`config.mk`:
```
export PLATFORM = sky130hd
export DESIGN_NAME = pwm_phase_timer
export DESIGN_NICKNAME = d
export VERILOG_FILES = /design/src/rtl/pwm_phase_timer.sv
export SDC_FILE = /design/constraint.sdc
export NUM_CORES = 1
export LEC_CHECK = 0
export BUFFER_PORTS_ARGS = -buffer_cell sky130_fd_sc_hd__buf_2
export CAP_MARGIN = 10
export CORE_UTILIZATION = 50
export DETAILED_ROUTE_END_ITERATION = 8
export PLACE_DENSITY = 0.78
export REMOVE_ABC_BUFFERS = 1
export SLEW_MARGIN = 20
export SYNTH_ARGS = -nofsm -noshare
export SYNTH_HDL_FRONTEND = slang
export SYNTH_SLANG_ARGS = --single-unit
```
`constraint.sdc`:
```
create_clock -name clk -period 4.2 [get_ports clk]
set_clock_uncertainty 0.15 [all_clocks]
set_input_delay 0.84 -clock clk [delete_from_list [all_inputs] [get_ports clk]]
set_output_delay 0.84 -clock clk [all_outputs]
set_load 0.03 [all_outputs]
```
`src/rtl/pwm_phase_timer.sv`:
```
module pwm_phase_timer #(
  parameter int CNT_W = 16
) (
  input  logic             clk,
  input  logic             rst_n,
  input  logic             tick,
  input  logic             sense_in,
  output logic [CNT_W-1:0] high_ticks,
  output logic [CNT_W-1:0] low_ticks,
  output logic             sat_flag,
  output logic             pair_valid
);
  localparam int STAGES = CNT_W / 8;

  logic [2:0]       sync_q;
  logic             rise, fall, at_max;
  logic [CNT_W-1:0] cnt;
  logic [STAGES-1:0] carry;
  logic             armed, have_high, hi_sat;
  logic [CNT_W-1:0] hi_hold;

  always_ff @(posedge clk) begin
    if (!rst_n) sync_q <= 3'b111;
    else        sync_q <= {sync_q[1:0], sense_in};
  end

  assign rise   = sync_q[1] & ~sync_q[2];
  assign fall   = ~sync_q[1] & sync_q[2];
  assign at_max = &cnt;

  for (genvar k = 0; k < STAGES; k++) begin : g_stage
    if (k == 0) begin : g_first
      assign carry[k] = tick & ~at_max;
    end else begin : g_next
      assign carry[k] = carry[k-1] & (&cnt[8*(k-1) +: 8]);
    end
    always_ff @(posedge clk) begin
      if (!rst_n || rise || fall) cnt[8*k +: 8] <= '0;
      else if (carry[k])          cnt[8*k +: 8] <= cnt[8*k +: 8] + 8'd1;
    end
  end

  always_ff @(posedge clk) begin
    if (!rst_n) begin
      armed      <= 1'b0;
      have_high  <= 1'b0;
      hi_hold    <= '0;
      hi_sat     <= 1'b0;
      high_ticks <= '0;
      low_ticks  <= '0;
      sat_flag   <= 1'b0;
      pair_valid <= 1'b0;
    end else begin
      pair_valid <= 1'b0;
      if (rise) begin
        armed <= 1'b1;
        if (have_high) begin
          high_ticks <= hi_hold;
          low_ticks  <= cnt;
          sat_flag   <= hi_sat | at_max;
          pair_valid <= 1'b1;
        end
      end
      if (fall && armed) begin
        hi_hold   <= cnt;
        hi_sat    <= at_max;
        have_high <= 1'b1;
      end
    end
  end
endmodule

```
# Word level (Yosys, flattened, before mapping)

Cells that the tools add are included.

Register bits after elaboration: 72
Input bits: 4

$add $sub $neg: 2
Mux-type cells: 1
Bitwise gates (word level): 8
Reduce and logical (&&, ||, !) cells: 8

Operator list:

| kind                  | number |
|---|---|
| $add A8 B1 Y8 const B | 2 |
| $reduce_and A16 Y1    | 1 |
| $reduce_and A8 Y1     | 1 |
| $and A1 B1 Y1         | 4 |
| $reduce_and A2 Y1     | 2 |
| $not A1 Y1            | 3 |
| $logic_or A1 B1 Y1    | 2 |
| $logic_and A1 B1 Y1   | 1 |
| $logic_not A1 Y1      | 1 |
| $mux W1               | 1 |
| $or A1 B1 Y1          | 1 |

# Logic depth before layout (Yosys ltp)

Depth in word-level cells: 4
Depth in mapped cells: 6
Gate-level depth less buffers: 5

# Worst setup path after synthesis

No wires, ideal clock.

Kind: input-to-reg
Start: input tick
End: register cnt[12]
Data arrival time: 1.787 ns
Slack: 2.192 ns
Stages: 5
Path buffers: 1
Path through: and3_1 -> o2111ai_1 -> clkbuf_1 -> or3_1 -> a21oi_1

Longest elaborated chain between the ends: 2

Ends and longest elaborated chain:

| item                            | line | source |
|---|---|---|
| from (decl)                     | 6    | `input logic tick,` |
| $and A1 B1 Y1                   | 33   | `assign carry[k] = tick & ~at_max;` |
| $and A1 B1 Y1                   | 35   | `assign carry[k] = carry[k-1] & (&cnt[8*(k-1) +: 8]);` |
| to (signal, indexed assignment) | 39   | `else if (carry[k]) cnt[8*k +: 8] <= cnt[8*k +: 8] + 8'd1;` |
| to (decl)                       | 17   | `logic [CNT_W-1:0] cnt;` |

Every way passes these cells.
A chain may end at the register's enable or synchronous reset.

# Worst setup path after layout

Start: register cnt[1]
End: register cnt[13]

Longest elaborated chain between the ends: 4

Ends and longest elaborated chain:

| item               | line | source |
|---|---|---|
| $reduce_and A16 Y1 | 29   | `assign at_max = &cnt;` |
| $not A1 Y1         | 33   |  |
| $and A1 B1 Y1      | 33   |  |
| $and A1 B1 Y1 *    | 35   |  |

Every way passes the cells marked *; elsewhere a longest branch is shown, timed or not.

==> impl_metrics.toml <==
[critical_path]
crit_chain = "ha_1, and3_1, o2111ai_1, or4_1, a21oi_1"
worst-setup-path-type = "register to register"
crit_path_launch_type = "register"
cp_slowest_cell = "sky130_fd_sc_hd__or4_1"
r2r_start = "cnt[1]$_SDFFE_PP0P_"
worst-path-max-fanout = 12
cp.arrival_ns = 2.42
setup.worst_path.end_class = "register"
critPathMaxStageDelay_ns = 0.62
critPathRequiredTime_ns = 4.31
startpoint = "cnt[1]$_SDFFE_PP0P_"

[hold_path]
worstHoldStart = "sync_q[0]$_SDFF_PN1_"
timing.hold.worst.class = "register to register"

[pwr]
power.share.clock_pct = 41.1
sw_frac_of_total_pct = 20.37
p_int_w = 0.0009658
cellPowerDensity_nw_per_um2 = 380.0
p_sw_w = 0.0002471
power.sequential.fraction_pct = 56.8
comb_power_share_pct = 2.1
cellLeakagePower_nw = 1.177
vdd_drop_max_v = 0.0001967

[sta]
setup_repair_after_global_routing_missed_its_margin = "false"
fmaxAchievable_mhz = 432.1
timing_max_transition_violations_final = 0
final.period_utilization_pct = 55.11
min_period_ns = 2.315
timing.final.hold_violations = 0
setup_viol_count_final = 0
timing.slew.headroom_pct = 44.69
worst_slack_ns = 1.885
worstMarginPinSlew_ns = 0.8288
timing.setup.tns_ns = 0
worst_hold_slack_ns = 0.2624

[cts]
worst_setup_hold_path_clk_slew_ns = 0.06
cts-hold-fix-buffers = 0
total_cts_buffers = 9
post_cts.repair.setup_buffers = 0
clock_root_buffer_master = "sky130_fd_sc_hd__clkbuf_8"
insertion_delay_ns = 0.34
clock-sinks = 72
cts-root-to-sink-buffers = 2
post_cts_resize_count = 0
ctsHtreeMaxLevel = 3
tritoncts = "built"

[synth]
post_synth_simple_gate_area_pct = 24.15
mapped_cell_area_um2 = 2798
synth-edff-count = 0
complex_gate_fraction_of_the_synthesized_area_pct = 19.41
synth-adder-area-share_pct = 0.8945
avgSynthCellArea_um2 = 8.530
postSynth.asyncResetShare_pct = 0
synthDominantAreaCellType = "sky130_fd_sc_hd__dfxtp_1"
largest_family_of_logic_cells_by_synthesized_area = "simple AND/OR/NAND/NOR gates"
synth-seq-cells = 72
synth_sequential_area_ratio_pct = 51.52
dominantRegCellSynth = "sky130_fd_sc_hd__dfxtp_1"
synth_xor_area_share_pct = 0.6261
yosys_warnings = 0
synthesis.instances = 328
netlist.area_leader.share_pct = 51.52
post_synth_main_area_contributors = "sky130_fd_sc_hd__dfxtp_1 (52%), sky130_fd_sc_hd__nand2_1 (14%), sky130_fd_sc_hd__a21boi_0 (13%)"
synth_cell_type_count = 30
synthMuxAreaShare_pct = 0.3578

[finish]
diodes = 0
post_route_cells_drive_above_1_share_pct = 15.04
fillerInstances = 481
design_area_um2 = 3192
final_net_count = 363
post_layout_nonfiller_instances = 429
area_growth_syn_to_layout_pct = 14.09

[placement]
placed_cells_incl_taps = 416
placed_area_um2 = 3000
post-dp-hpwl_um = 3207
io_buffers = 37
pre_cts_slack_ns = 1.575
place.gp.congestion = 0.8049

[die]
die_h_um = 76.80
fp.coreArea_um2 = 5238
floorplan.io_pins = 38
design.die.area_um2 = 5898
die_w_um = 76.80
placementRows = 26
floorplan.initialDensity_pct = 53.42

[global_route]
grt_antenna_before_repair = 0
vias_in_the_first_global_route = 1984
grt_use_total_pct = 19.51
largest_net_degree_at_the_start_of_global_routing = 59
grt_pass1_wl_um = 9142
gr-total-overflow = 0

[routing]
drtPass1Iterations = 4
initialDrtViolationCount = 113
post_drt_wl_per_cell_um = 11.95
drt_drc_violations_left = 0
antenna_violating_nets_post_route = 0
detailroute.via_count = 2212
routed_via_density = 5.156
detail_route.wirelength_um = 5126

[run_status]
status = "complete, no violations"

[run]
cap_viol_max_count = 0
==> cell usage after synthesis (all sizes together) (2+ instances only) <==
master	n
or3	8
inv	2
o21ai	11
buf	2
o21a	2
a21boi	49
nor2b	2
or4	5
and3	2
o31ai	3
nand3	6
nand2	104
ha	2
nand3b	2
and4	3
xor2	2
nor2	5
nand2b	4
clkbuf	18
dfxtp	72
a21oi	12
nand4	4
==> power by group through the flow <==
stage	logic, W	registers, W	clock network [W]
floorplan	0.0000141	0.000703	0
global placement	0.0000248	0.000704	0
detailed placement	0.0000254	0.000704	0
CTS	0.0000254	0.000689	0.000504
global route	0.0000283	0.000689	0.000539
finish	0.0000254	0.000689	0.000498
==> kinds of logic (layout without fill, tap and decap cells) <==
group	count (synthesis)	count (layout)
AND/OR/NAND/NOR	149	149
AO/OA/AOI/OAI	80	80
flip-flops	72	72
buffers and inverters	22	53
adder cells (fa/ha/maj)	2	2
XOR/XNOR	2	2
multiplexers	1	1
==> layer usage <==
layer	wire length [um]	GRT usage (%)	vias up	part of all wire, %
met3	274	6.786	10	5.3
met1	2527	25.00	993	49
li1	-	-	1166	-
met2	2253	30.00	43	44
met5	0	0	-	0
met4	70	7.500	0	1.4
==> sequential cells by signal, indices dropped and copies added (netlist names) <==
| name | flops |
|---|---|
| high_ticks | 16 |
| low_ticks | 16 |
| have_high | 1 |
| sync_q | 3 |
| pair_valid | 1 |
| hi_sat | 1 |
| armed | 1 |
| hi_hold | 16 |
| sat_flag | 1 |
| cnt | 16 |
==> cells in the final DEF (no fill, tap or decap), types with 4 or more instances in the layout <==
cell / netlist / layout
sky130_fd_sc_hd__buf_2: 2 / 37
sky130_fd_sc_hd__nand2_1: 104 / 103
sky130_fd_sc_hd__or3_1: 8 / 8
sky130_fd_sc_hd__a21boi_0: 49 / 49
sky130_fd_sc_hd__a21oi_1: 12 / 12
sky130_fd_sc_hd__clkbuf_8: 0 / 13
sky130_fd_sc_hd__nand4_1: 4 / 4
sky130_fd_sc_hd__nor2_1: 5 / 5
sky130_fd_sc_hd__or4_1: 5 / 5
sky130_fd_sc_hd__o21ai_0: 11 / 11
sky130_fd_sc_hd__nand2b_1: 4 / 4
sky130_fd_sc_hd__dfxtp_1: 72 / 72
sky130_fd_sc_hd__nand3_1: 6 / 6
==> metrics by stage <==
step / util [%] / power, W
6_report: 60.94 / 0.001213
5_1_grt: 60.94 / 0.001256
4_1_cts: 60.70 / 0.001218
3_5_place_dp: 57.29 / 0.0007298
2_1_floorplan: - / 0.0007175
3_3_place_gp: 57.29 / 0.0007290
==> worst max-delay path: cells and delay by family, from the launching register on <==
kind | cells | cell delay [ns]
fa+ha+maj | 1 | 0.26
compound gates | 2 | 0.58
simple gates | 2 | 0.79
flops | 1 | 0.46
==> worst paths after layout <==
check | to | slack [ns] | cells after the start
hold reg to reg | sync_q[1]$_SDFF_PN1_ | 0.26 | 1
setup reg to reg | cnt[13]$_SDFFE_PP0P_ | 1.89 | 5
setup / recovery | cnt[13]$_SDFFE_PP0P_ | 1.89 | 5
hold / removal | sync_q[1]$_SDFF_PN1_ | 0.26 | 1
==> final cells by class <==
type / instances / area [um2] / area share (%)
multi-input cells: 234 / 1284 / 40.22
clock buffers: 13 / 178.9 / 5.606
flip-flops and latches: 72 / 1441 / 45.16
well taps: 70 / 87.58 / 2.744
inverters: 2 / 7.507 / 0.2352
repair buffers: 38 / 192.7 / 6.037
No activity file was read; power rests on OpenSTA's default activity.
